$ cat src/rtl/xlate_pkg.sv
`timescale 1ns/1ps
package xlate_pkg;
  typedef enum logic [1:0] {
    ACC_READ  = 2'd0,
    ACC_WRITE = 2'd1,
    ACC_EXEC  = 2'd2,
    ACC_RSVD  = 2'd3
  } acc_e;

  typedef enum logic [1:0] {
    FLT_NONE    = 2'd0,
    FLT_INVALID = 2'd1,
    FLT_PROT    = 2'd2
  } flt_e;

  typedef enum logic [2:0] {
    S_IDLE, S_DIR_RQ, S_DIR_WT, S_LEAF_RQ, S_LEAF_WT, S_WB_RQ, S_DONE
  } st_e;

  // entry flag positions (low bits of every table entry)
  localparam int unsigned ENT_V  = 0;
  localparam int unsigned ENT_R  = 1;
  localparam int unsigned ENT_W  = 2;
  localparam int unsigned ENT_X  = 3;
  localparam int unsigned ENT_D  = 4;
  localparam int unsigned FLAG_W = 5;
endpackage

$ cat src/rtl/xlate_ent_addr.sv
`timescale 1ns/1ps
module xlate_ent_addr #(
  parameter int unsigned ADDR_W = 32,
  parameter int unsigned OFF_W  = 12,
  parameter int unsigned IDX_W  = 10
) (
  input  logic [ADDR_W-OFF_W-1:0] base_pn,
  input  logic [IDX_W-1:0]        idx,
  output logic [ADDR_W-1:0]       ent_addr
);
  localparam int unsigned PAD_W = ADDR_W - IDX_W - 2;

  // word-sized entries: table page base plus index scaled by four
  assign ent_addr = {base_pn, {OFF_W{1'b0}}} + {{PAD_W{1'b0}}, idx, 2'b00};
endmodule

$ cat src/rtl/xlate_perm_chk.sv
`timescale 1ns/1ps
module xlate_perm_chk
  import xlate_pkg::*;
#(
  parameter bit DIRTY_WB = 1'b1
) (
  input  logic [FLAG_W-1:0] flags,
  input  acc_e              kind,
  output logic              allow,
  output logic              need_wb
);
  always_comb begin
    unique case (kind)
      ACC_READ:  allow = flags[ENT_R];
      ACC_WRITE: allow = flags[ENT_W];
      ACC_EXEC:  allow = flags[ENT_X];
      default:   allow = 1'b0;
    endcase
  end

  generate
    if (DIRTY_WB) begin : g_dirty
      assign need_wb = flags[ENT_V] && allow && (kind == ACC_WRITE) && !flags[ENT_D];
    end else begin : g_no_dirty
      assign need_wb = 1'b0;
    end
  endgenerate
endmodule

$ cat src/rtl/xlate_ctrl.sv
`timescale 1ns/1ps
module xlate_ctrl
  import xlate_pkg::*;
(
  input  logic clk,
  input  logic rst_n,
  input  logic req_valid,
  input  logic mem_req_ready,
  input  logic mem_rsp_valid,
  input  logic ent_v,
  input  logic allow,
  input  logic need_wb,
  output st_e  state
);
  st_e state_nx;

  always_comb begin
    state_nx = state;
    unique case (state)
      S_IDLE:    if (req_valid)     state_nx = S_DIR_RQ;
      S_DIR_RQ:  if (mem_req_ready) state_nx = S_DIR_WT;
      S_DIR_WT:  if (mem_rsp_valid) state_nx = ent_v ? S_LEAF_RQ : S_DONE;
      S_LEAF_RQ: if (mem_req_ready) state_nx = S_LEAF_WT;
      S_LEAF_WT: if (mem_rsp_valid) begin
                   if (!ent_v || !allow) state_nx = S_DONE;
                   else if (need_wb)     state_nx = S_WB_RQ;
                   else                  state_nx = S_DONE;
                 end
      S_WB_RQ:   if (mem_req_ready) state_nx = S_DONE;
      S_DONE:    state_nx = S_IDLE;
      default:   state_nx = S_IDLE;
    endcase
  end

  always_ff @(posedge clk or negedge rst_n) begin
    if (!rst_n) state <= S_IDLE;
    else        state <= state_nx;
  end
endmodule

$ cat src/rtl/xlate_walker.sv
`timescale 1ns/1ps
module xlate_walker
  import xlate_pkg::*;
#(
  parameter int unsigned ADDR_W   = 32,
  parameter int unsigned OFF_W    = 12,
  parameter int unsigned IDX_W    = 10,
  parameter bit          DIRTY_WB = 1'b1
) (
  input  logic              clk,
  input  logic              rst_n,
  input  logic              req_valid,
  output logic              req_ready,
  input  logic [ADDR_W-1:0] req_vaddr,
  input  logic [1:0]        req_kind,
  input  logic [ADDR_W-1:0] tbl_base,
  output logic              mem_req_valid,
  input  logic              mem_req_ready,
  output logic              mem_req_write,
  output logic [ADDR_W-1:0] mem_req_addr,
  output logic [ADDR_W-1:0] mem_req_wdata,
  input  logic              mem_rsp_valid,
  input  logic [ADDR_W-1:0] mem_rsp_data,
  output logic              done,
  output logic [1:0]        fault,
  output logic [ADDR_W-1:0] paddr
);
  localparam int unsigned PN_W = ADDR_W - OFF_W;

  st_e               state;
  logic [ADDR_W-1:0] vaddr_q;
  acc_e              kind_q;
  logic [PN_W-1:0]   base_pn_q;
  logic [PN_W-1:0]   dir_pn_q;
  logic [ADDR_W-1:0] leaf_q;
  logic [1:0]        fault_q;
  logic [ADDR_W-1:0] paddr_q;
  logic [ADDR_W-1:0] dir_addr, leaf_addr;
  logic              allow, need_wb, ent_v;
  logic              fire, dir_rsp, leaf_rsp;
  logic              res_en;
  logic [1:0]        res_flt;
  logic [ADDR_W-1:0] res_pa;
  logic              unused_base_low;

  assign unused_base_low = ^tbl_base[OFF_W-1:0];

  assign fire     = req_valid && req_ready;
  assign dir_rsp  = (state == S_DIR_WT)  && mem_rsp_valid;
  assign leaf_rsp = (state == S_LEAF_WT) && mem_rsp_valid;
  assign ent_v    = mem_rsp_data[ENT_V];

  xlate_ctrl u_ctrl (
    .clk           (clk),
    .rst_n         (rst_n),
    .req_valid     (req_valid),
    .mem_req_ready (mem_req_ready),
    .mem_rsp_valid (mem_rsp_valid),
    .ent_v         (ent_v),
    .allow         (allow),
    .need_wb       (need_wb),
    .state         (state)
  );

  xlate_perm_chk #(.DIRTY_WB(DIRTY_WB)) u_perm (
    .flags   (mem_rsp_data[FLAG_W-1:0]),
    .kind    (kind_q),
    .allow   (allow),
    .need_wb (need_wb)
  );

  xlate_ent_addr #(.ADDR_W(ADDR_W), .OFF_W(OFF_W), .IDX_W(IDX_W)) u_dir_addr (
    .base_pn  (base_pn_q),
    .idx      (vaddr_q[ADDR_W-1 -: IDX_W]),
    .ent_addr (dir_addr)
  );

  xlate_ent_addr #(.ADDR_W(ADDR_W), .OFF_W(OFF_W), .IDX_W(IDX_W)) u_leaf_addr (
    .base_pn  (dir_pn_q),
    .idx      (vaddr_q[OFF_W +: IDX_W]),
    .ent_addr (leaf_addr)
  );

  // result of the walk, captured as the controller heads for S_DONE
  always_comb begin
    res_en  = 1'b0;
    res_flt = FLT_NONE;
    res_pa  = '0;
    if (dir_rsp && !ent_v) begin
      res_en  = 1'b1;
      res_flt = FLT_INVALID;
    end else if (leaf_rsp) begin
      res_en = 1'b1;
      if (!ent_v)      res_flt = FLT_INVALID;
      else if (!allow) res_flt = FLT_PROT;
      else             res_pa  = {mem_rsp_data[ADDR_W-1:OFF_W], vaddr_q[OFF_W-1:0]};
    end
  end

  // request context, loaded only when a request is taken
  always_ff @(posedge clk) begin
    if (fire) begin
      vaddr_q   <= req_vaddr;
      kind_q    <= acc_e'(req_kind);
      base_pn_q <= tbl_base[ADDR_W-1:OFF_W];
    end
  end

  always_ff @(posedge clk) begin
    if (dir_rsp)  dir_pn_q <= mem_rsp_data[ADDR_W-1:OFF_W];
    if (leaf_rsp) leaf_q   <= mem_rsp_data;
  end

  always_ff @(posedge clk or negedge rst_n) begin
    if (!rst_n) begin
      fault_q <= FLT_NONE;
      paddr_q <= '0;
    end else if (res_en) begin
      fault_q <= res_flt;
      paddr_q <= res_pa;
    end
  end

  assign req_ready     = (state == S_IDLE);
  assign mem_req_valid = (state == S_DIR_RQ) || (state == S_LEAF_RQ) || (state == S_WB_RQ);
  assign mem_req_write = (state == S_WB_RQ);
  assign mem_req_addr  = (state == S_DIR_RQ) ? dir_addr : leaf_addr;
  assign mem_req_wdata = leaf_q | (ADDR_W'(1) << ENT_D);
  assign done          = (state == S_DONE);
  assign fault         = fault_q;
  assign paddr         = paddr_q;
endmodule

$ cat config.mk
export PLATFORM = sky130hd
export DESIGN_NAME = xlate_walker
export DESIGN_NICKNAME = d
export VERILOG_FILES = /design/src/rtl/xlate_pkg.sv /design/src/rtl/xlate_ent_addr.sv /design/src/rtl/xlate_perm_chk.sv /design/src/rtl/xlate_ctrl.sv /design/src/rtl/xlate_walker.sv
export SDC_FILE = /design/constraint.sdc
export NUM_CORES = 1
export LEC_CHECK = 0
export BUFFER_PORTS_ARGS = -buffer_cell sky130_fd_sc_hd__buf_2
export CELL_PAD_IN_SITES_DETAIL_PLACEMENT = 2
export CELL_PAD_IN_SITES_GLOBAL_PLACEMENT = 2
export CORE_MARGIN = 2
export CORE_UTILIZATION = 35
export DETAILED_ROUTE_END_ITERATION = 8
export GPL_TIMING_DRIVEN = 0
export PLACE_DENSITY_LB_ADDON = 0.15
export SLEW_MARGIN = 15
export SYNTH_ARGS = -nofsm -noshare
export SYNTH_HDL_FRONTEND = slang
export SYNTH_HIERARCHICAL = 1
export SYNTH_SLANG_ARGS = --single-unit
$ cat constraint.sdc
create_clock -name clk -period 6.3 [get_ports clk]
set_input_delay 0.315 -clock clk [delete_from_list [all_inputs] [get_ports clk]]
set_output_delay 0.315 -clock clk [all_outputs]
set_load 0.05 [all_outputs]
==> results.cfg <==
[timing]
final-hold-violation-count = 0
setup_viol = 0
rsz0062_at_grt = false
min_period_over_period_pct = 39.76
slew_headroom_pct = 36.95
tns_ps = 0
maxSlewViolCount = 0
fmax_ghz = 0.3992
finClkSkew_ps = 8.647
holdWs_ps = 52.34
min_period_ps = 2505
worst_slack_ps = 3795
worstMarginPinSlew_ps = 945.8

[drt]
wl_um = 14950
vias = 3538
drtIter0Drc = 124
dr.pass1.iters = 4
drt_drc_violations_left = 0
final_antenna_net_count = 0
wire_per_inst_um = 19.04
viasPerCell = 4.507

[floorplanning]
dieArea_um2 = 17660
start_util_pct = 35.45
die_w_um = 132.9
fp-row-count = 47
core_area_um2 = 16410
die_h_um = 132.9
ioPinCount = 205

[critical_path]
critical_path.top_delay_family = buffers and inverters
crit_slowest_cell = dfrtp_1
ff2ff_setup_slack_ps = 4330
cp.depth = 7
cp_num_buf_inv = 4
cp_cell_sequence = buf_4, nor2_2, and2_4, buf_6, buf_12, mux2_4, buf_2
reg2reg_depth = 4
reg2reg_to = dir_pn_q[4]
criticalPathCategory = flop to output port
critPathMaxStageDelay_ps = 470
cp_max_fo = 10
cp_data_arrival_time_ps = 2190
timing.critical_path.from = u_ctrl/state[1]
end_kind = output port
required_ps = 5980
endpoint = mem_req_addr[21]
r2r_start = u_ctrl/state[1]
setup.worst_path.start_class = flop

[place]
io_buffers = 189
post-dp-hpwl_um = 10870
gp_congestion = 0.7171
place_inst = 753
postPlaceCellArea_um2 = 7123
pre_cts_ws_ps = 4223

[power]
p_leak_nw = 3.463
power_density_nw_per_um2 = 489.3
worst_ir_drop_vdd_mv = 0.2673
report.power.total_mw = 3.802

[synthesis]
synth_edf_count = 105
synth_area_um2 = 5816
synth_seq_area_share_pct = 70.14
ys_seq_elements = 142
syn-instance-count = 338
synthDistinctLibCells = 39
async_reset_ff_share_pct = 26.06
synth_area_leaders = edfxtp_1 54%, dfrtp_1 16%, buf_4 8.6%
yosys.area.top_type_share_pct = 54.22
avgSynthCellArea_um2 = 17.21
yosysWarningCount = 6
synth_largest_area_cell = edfxtp_1
yosys_most_used_dff = edfxtp_1

[clock_network]
clock-sinks = 142
cts_resized = 0
clock-root-buffer = clkbuf_16
cts-buffers-inserted = 17
clk_pin_slew_ps = 60
insertion_delay_ps = 420
holdBufCountCts = 0
htreeDepth = 4
post_cts_buffers = 0
cts_tree = built
clk_path_buf_depth = 2

[finish]
nets = 655
layout_commonest_cell = buf_2
finish.utilization_pct = 47.35
final_area_um2 = 7769
syn_to_final_growth_pct = 33.58
n_fill_cell = 1555
final_cell_count_no_fill = 785
n_antenna_cell = 0
drive_gt1_share_pct = 60.53
layout_common_cells = 195 x buf_2, 105 x edfxtp_1, 67 x buf_4, 37 x dfrtp_1, 34 x a22o_1

[status]
status = complete, no violations

[global_route]
grt-ovfl-total = 0
first_global_vias = 4035
grt_pass1_wl_um = 23490
grt_usage_pct = 17.78
grt_antenna_before_repair = 1
grt_start_max_net_pins = 38

[hold_path]
hp-class = input pin to async pin

[job]
drv_cap = 0
[where the power goes]
group / internal (mW) / switching, mW
Sequential: 1.22 / 0.0874
Combinational: 0.473 / 0.924
Clock: 0.703 / 0.397
[cell families (layout without fill, tap and decap cells)]
kind of cell	Yosys count	in the layout	synth area share (%)
DFF	142	142	70.14
AOI/OAI and AO/OA	46	46	6.433
buffers and inverters	80	305	10.71
and+or+nand+nor	34	34	4.217
other	3	5	0.1936
muxes	33	33	8.305
[area by class of cell]
type	instances	area, um2	area share [%]
tap	220	275.3	3.543
multi-input combinational	118	1130	14.54
inverter	2	7.507	0.09663
buffer	78	615.6	7.924
sequential	142	4079	52.50
timing repair buffer	193	1016	13.08
clock buffer	18	429.2	5.524
clock inverter	14	216.5	2.786
[worst register-to-register path: cells and delay by family, from the launching register on]
kind / cells / cell delay [ps]
buffers and inverters: 3 / 570
DFF: 1 / 500
and+or+nand+nor: 1 / 610
[cell usage after synthesis, types with 3 or more instances]
cell type and n:
a22o_1 34, and2_1 4, buf_12 3, buf_2 6, buf_4 67, conb_1 3
dfrtp_1 37, edfxtp_1 105, mux2_4 30, nand2_1 4, nor2b_1 3, nor3_1 3
o21ai_0 3
[how the worst min path moves through the flow]
stage,end,depth (start not counted)
2_1_floorplan,fault[0],0
3_3_place_gp,paddr[3],1
3_5_place_dp,paddr[5],1
4_1_cts,vaddr_q[11],1
5_1_grt,kind_q[0],1
6_report,paddr[1],1
[metal layers]
layer	global-route usage [%]	share of wire (%)
met2	31.09	53
met3	5.441	5.3
met4	5.615	1.3
met5	0	0.087
met1	20.97	41
[sequential cells by signal, indices dropped and copies added (netlist names)]
signal        count
base_pn_q        20
dir_pn_q         20
fault             2
kind_q            2
leaf_q           31
paddr            32
u_ctrl/state      3
vaddr_q          32
Power figures use the tool's default switching activity.
